--- src/rtl/susp_pkg.sv ---
`timescale 1ns/1ps
package susp_pkg;
    typedef enum logic [1:0] {
        ST_RUN       = 2'd0,
        ST_DRAIN     = 2'd1,
        ST_SUSPENDED = 2'd2,
        ST_RESUME    = 2'd3
    } susp_state_e;
endpackage

--- src/rtl/susp_sync.sv ---
`timescale 1ns/1ps
module susp_sync #(
    parameter int STAGES = 2
) (
    input  logic clk,
    input  logic rst_n,
    input  logic d_in,
    output logic q_out
);
    localparam int LAST = STAGES - 1;

    logic [LAST:0] chain;

    generate
        if (STAGES == 1) begin : g_single
            always_ff @(posedge clk or negedge rst_n) begin
                if (!rst_n) chain <= '0;
                else        chain <= d_in;
            end
        end else begin : g_multi
            always_ff @(posedge clk or negedge rst_n) begin
                if (!rst_n) chain <= '0;
                else        chain <= {chain[LAST-1:0], d_in};
            end
        end
    endgenerate

    assign q_out = chain[LAST];
endmodule

--- src/rtl/susp_fsm.sv ---
`timescale 1ns/1ps
module susp_fsm
    import susp_pkg::*;
(
    input  logic        clk,
    input  logic        rst_n,
    input  logic        req_seen,
    input  logic        cfg_en,
    input  logic        core_halt,
    input  logic        wake_irq,
    input  logic        drained,
    output susp_state_e state
);
    susp_state_e state_nx;
    logic        halt_cause;
    logic        halt_cause_nx;
    logic        keep;

    // The reason for the current suspend is still present
    assign keep = halt_cause ? !wake_irq : req_seen;

    always_comb begin
        state_nx      = state;
        halt_cause_nx = halt_cause;
        unique case (state)
            ST_RUN: begin
                if (cfg_en && req_seen) begin
                    state_nx      = ST_DRAIN;
                    halt_cause_nx = 1'b0;
                end else if (cfg_en && core_halt) begin
                    state_nx      = ST_DRAIN;
                    halt_cause_nx = 1'b1;
                end
            end
            ST_DRAIN: begin
                if (!keep)        state_nx = ST_RUN;
                else if (drained) state_nx = ST_SUSPENDED;
            end
            ST_SUSPENDED: begin
                if (!keep) state_nx = ST_RESUME;
            end
            ST_RESUME: begin
                state_nx = ST_RUN;
            end
            default: state_nx = ST_RUN;
        endcase
    end

    always_ff @(posedge clk or negedge rst_n) begin
        if (!rst_n) begin
            state      <= ST_RUN;
            halt_cause <= 1'b0;
        end else begin
            state      <= state_nx;
            halt_cause <= halt_cause_nx;
        end
    end

    // a withdrawn request in DRAIN leads straight back to RUN
    p_withdraw_r5: assert property (@(posedge clk) disable iff (!rst_n)
        (state == ST_DRAIN && !halt_cause && !req_seen) |=> state == ST_RUN);

    // a wake interrupt ends a halt-started suspension
    p_wake_r6: assert property (@(posedge clk) disable iff (!rst_n)
        (state == ST_SUSPENDED && halt_cause && wake_irq) |=> state == ST_RESUME);
endmodule

--- src/rtl/susp_clk_ctl.sv ---
`timescale 1ns/1ps
module susp_clk_ctl
    import susp_pkg::*;
(
    input  logic        clk,
    input  logic        rst_n,
    input  susp_state_e state,
    input  logic        cfg_all_clk,
    input  logic        cfg_lowv,
    output logic        core_clk_en,
    output logic        sys_clk_en,
    output logic        ext_clk_stop_ok
);
    logic in_susp;
    logic in_susp_q;

    assign in_susp = (state == ST_SUSPENDED);

    always_ff @(posedge clk or negedge rst_n) begin
        if (!rst_n) in_susp_q <= 1'b0;
        else        in_susp_q <= in_susp;
    end

    always_comb begin
        core_clk_en     = !in_susp;
        sys_clk_en      = !(in_susp && cfg_all_clk);
        ext_clk_stop_ok = in_susp && in_susp_q && cfg_all_clk && cfg_lowv;
    end
endmodule

--- src/rtl/susp_handshake_ctrl.sv ---
`timescale 1ns/1ps
module susp_handshake_ctrl
    import susp_pkg::*;
#(
    parameter int SYNC_STAGES = 2
) (
    input  logic clk,
    input  logic rst_n,
    input  logic req_in_n,
    input  logic cfg_en,
    input  logic cfg_all_clk,
    input  logic cfg_lowv,
    input  logic core_halt,
    input  logic wake_irq,
    input  logic instr_busy,
    input  logic queue_busy,
    input  logic bus_busy,
    output logic ack_out_n,
    output logic ack_out_oe,
    output logic core_clk_en,
    output logic sys_clk_en,
    output logic ext_clk_stop_ok
);
    susp_state_e state;
    logic        req_seen;
    logic        drained;

    assign drained = !(instr_busy || queue_busy || bus_busy);

    susp_sync #(.STAGES(SYNC_STAGES)) u_sync (
        .clk   (clk),
        .rst_n (rst_n),
        .d_in  (!req_in_n),
        .q_out (req_seen)
    );

    susp_fsm u_fsm (
        .clk       (clk),
        .rst_n     (rst_n),
        .req_seen  (req_seen),
        .cfg_en    (cfg_en),
        .core_halt (core_halt),
        .wake_irq  (wake_irq),
        .drained   (drained),
        .state     (state)
    );

    susp_clk_ctl u_clk (
        .clk             (clk),
        .rst_n           (rst_n),
        .state           (state),
        .cfg_all_clk     (cfg_all_clk),
        .cfg_lowv        (cfg_lowv),
        .core_clk_en     (core_clk_en),
        .sys_clk_en      (sys_clk_en),
        .ext_clk_stop_ok (ext_clk_stop_ok)
    );

    always_comb begin
        ack_out_n  = !(state == ST_SUSPENDED || state == ST_RESUME);
        ack_out_oe = cfg_en || (state != ST_RUN);
    end

    // the acknowledge only falls after an idle core
    p_ack_idle_r4: assert property (@(posedge clk) disable iff (!rst_n)
        $fell(ack_out_n) |-> $past(drained));

    // nothing starts while disabled in RUN
    p_disabled_r2: assert property (@(posedge clk) disable iff (!rst_n)
        (state == ST_RUN && !cfg_en) |=> ack_out_n);

    // an asserted acknowledge is always driven
    p_ack_driven_r3: assert property (@(posedge clk) disable iff (!rst_n)
        !ack_out_n |-> ack_out_oe);

    // clock restarts while ack is still low, ack releases next cycle
    p_resume_order_r7: assert property (@(posedge clk) disable iff (!rst_n)
        $rose(core_clk_en) |-> (!ack_out_n ##1 ack_out_n));

    // clocks are only gated under an asserted acknowledge
    p_gate_under_ack_r8: assert property (@(posedge clk) disable iff (!rst_n)
        (!core_clk_en || !sys_clk_en) |-> !ack_out_n);

    // external clock stop permission follows an earlier acknowledge
    p_ext_after_ack_r9: assert property (@(posedge clk) disable iff (!rst_n)
        $rose(ext_clk_stop_ok) |-> $past(!ack_out_n));
endmodule

--- config.mk ---
export PLATFORM = sky130hd
export DESIGN_NAME = susp_handshake_ctrl
export DESIGN_NICKNAME = d
export VERILOG_FILES = /design/src/rtl/susp_pkg.sv /design/src/rtl/susp_sync.sv /design/src/rtl/susp_fsm.sv /design/src/rtl/susp_clk_ctl.sv /design/src/rtl/susp_handshake_ctrl.sv
export SDC_FILE = /design/constraint.sdc
export NUM_CORES = 1
export LEC_CHECK = 0
export CORE_AREA = 2 2 39 41
export DETAILED_ROUTE_END_ITERATION = 8
export DIE_AREA = 0 0 41 43
export PLACE_DENSITY_LB_ADDON = 0.08
export SLEW_MARGIN = 20
export SYNTH_ARGS = -nofsm -noshare
export SYNTH_HDL_FRONTEND = slang
export SYNTH_SLANG_ARGS = --single-unit
--- constraint.sdc ---
create_clock -name clk -period 2.4 [get_ports clk]
set_clock_uncertainty 0.2 [all_clocks]
set_input_delay 0.48 -clock clk [delete_from_list [all_inputs] [get_ports clk]]
set_output_delay 0.48 -clock clk [all_outputs]
set_load 0.02 [all_outputs]
==> metrics.yaml <==
synth:
  synth_edf_count: 0
  yosysMostFrequentCell: "dfrtp_1"
  synthFlopType: "dfrtp_1"
  yosys_warnings: 0
  syn_nets: 37
  yosysSeqAreaShare_pct: 55.0
  syn_area_per_cell_sq_um: 10.5
  synth_top_area_share_pct: 55.0
  ys_types: 13
  synthCells: 26
  synth.area.top_cells: "dfrtp_1 55%, o41ai_2 6.0%, o211ai_2 4.6%"
  ys_ff_latch: 6
  synth_area_leader_cell: "dfrtp_1"
  synthArstFlopShare_pct: 100
  synth_commonest_cells: "6 x dfrtp_1, 3 x inv_1, 3 x nand2_1"
  syn-cell-area_sq_um: 273
detailed_routing:
  via_per_inst: 4.17
  vias: 250
  drtIter0Drc: 5
  dr_wl_met2_um: 307
  ant_nets: 0
  top_layer: "met3"
  route.detailed.drc: 0
  wl_per_cell_um: 10.0
  first_pass_iters: 4
  met1_length_um: 258
  wl_um: 600
  routed-wl-met3_um: 34
timing:
  relSlewSlack_pct: 75.2
  tightest_slew_ns: 0.372
  min_period_over_period_pct: 94.6
  setup_tns_ns: 0
  rsz0062_at_grt: "no"
  setup_viol: 0
  worst_slack_ns: 0.131
  layout_min_cycle_time_ns: 2.27
  finalHoldViolations: 0
  clock.fmax_mhz: 441
  maxSlewViolCount: 0
  timing.hold.ws_ns: 0.155
worst_setup_path:
  required_ns: 1.72
  critPathArrivalTime_ns: 1.59
  worstSetupPathType: "flip-flop to primary output"
  start_kind: "flip-flop"
  cp_max_fo: 4
  crit_chain: "nand2b_1, inv_1, nand2_1, clkdlybuf4s50_1"
  crit_slowest_cell: "clkdlybuf4s50_1"
  cp-end-kind: "primary output"
  cpPeakStageDelay_ns: 0.62
outcome:
  status: "finished, final reports clean"
global_routing:
  grt_pass1_wl_um: 1000
  track_usage_pct: 8.61
  grt.overflow.total: 0
  grt_max_degree: 7
  grt_pass1_vias: 248
  grt_antenna_before_repair: 0
layout:
  drive_gt1_share_pct: 13.6
  area_delta_synth_final_pct: 69.7
  n_antenna_cell: 0
  fillers: 149
  instances_no_fill: 60
  final_nets: 57
floorplanning:
  ios: 16
  coreArea_sq_um: 1380
  dieArea_sq_um: 1760
  num_rows: 14
  initial_core_util_pct: 19.7
  chipWidth_um: 41
  die_y_um: 43
clock_network:
  clk_pin_slew_worst_paths_ns: 0.04
  cts_max_level: 1
  cts.sinks: 6
  cts_inserted_buffers: 3
  post-cts-setup-buffers: 0
  clock_latency_ns: 0.24
  cts_root_buf: "clkbuf_4"
  cts_tree: "built"
  clockBufferDepth: 2
place:
  portBuffers: 15
  finalWeightedCongestion: 0.746
  hpwl_um: 489
  placed_cells: 57
  place_ws_ns: -0.0190
worst_hold_path:
  hp-class: "flip-flop to flip-flop"
job:
  max-cap-violations: 0
pwr:
  power.density_nw_per_um2: 804
  ir_drop_mv: 0.368
  p_leak_nw: 0.211
cells by family (layout without fill, tap and decap cells):
group | after synthesis | after routing | synth area share [%]
DFF | 6 | 6 | 55.0
and+or+nand+nor | 11 | 11 | 22.9
buffers and inverters | 3 | 21 | 4.13
AOI/OAI and AO/OA | 6 | 6 | 17.9
critical path: cells and delay by family (launching register included):
kind                   cells  cell delay, ns
buffers and inverters      2            0.72
and+or+nand+nor            2            0.27
DFF                        1            0.36
power breakdown:
part / internal [mW] / leakage [nW] / total, mW / switching (mW)
registers: 0.127 / 0.0751 / 0.145 / 0.0176
clock network: 0.0563 / 0.0138 / 0.0884 / 0.0321
logic: 0.0698 / 0.122 / 0.139 / 0.0693
placed cells by master, fill, tap and decap left out:
cell and instances:
nor2_1 2, nor3b_1 1, clkdlybuf4s50_1 13, nand2b_1 1
and2_4 1, or3b_1 1, o21ai_0 2, o41ai_2 1
inv_1 3, nand2_1 3, dlygate4sd2_1 2, o211ai_2 1
clkbuf_4 3, dfrtp_1 6, a21oi_1 2, or3_1 2
area by class of cell:
cell class | instances | area (sq um) | share of cell area (%)
clock buffer | 3 | 22.5 | 4.86
inverter | 3 | 11.3 | 2.43
tap | 16 | 20.0 | 4.32
multi-input combinational | 17 | 111 | 24.1
sequential | 6 | 150 | 32.4
timing repair buffer | 15 | 148 | 31.9
metal layers:
metal	up-vias	GRT usage [%]
met4	0	2.00
li1	125	-
met3	0	6.28
met5	-	0
met1	119	11.6
met2	6	10.9
per-stage QoR:
step / total power [mW] / util, % / area, sq um
final: 0.372 / 33.5 / 463
after global routing: 0.408 / 33.5 / 463
after CTS: 0.380 / 33.5 / 463
after detailed placement: 0.291 / 32.0 / 443
after global placement: 0.289 / 32.0 / 443
after floorplan: 0.231 / - / 273
final timing paths:
kind	depth (start not counted)	start	slack (ns)	to
setup / recovery	4	u_fsm.state[0]$_DFFE_PN0P_	0.13	sys_clk_en
hold / removal	0	u_sync.chain[0]$_DFF_PN0_	0.15	u_sync.chain[1]$_DFF_PN0_
setup reg to reg	3	u_fsm.halt_cause$_DFFE_PN0P_	1.08	u_fsm.state[0]$_DFFE_PN0P_
hold reg to reg	0	u_sync.chain[0]$_DFF_PN0_	0.15	u_sync.chain[1]$_DFF_PN0_
max in group asynchronous	1	rst_n	1.50	u_fsm.halt_cause$_DFFE_PN0P_
min in group asynchronous	1	rst_n	0.28	u_clk.in_susp_q$_DFF_PN0_
repair_timing:
item / 4_1_cts / 5_1_grt
hold buffers: 0 / 0
setup endpoints to repair: 2 / 0
gates resized for setup: 2 / 0
Note: power is estimated with default switching activity, not from simulation.
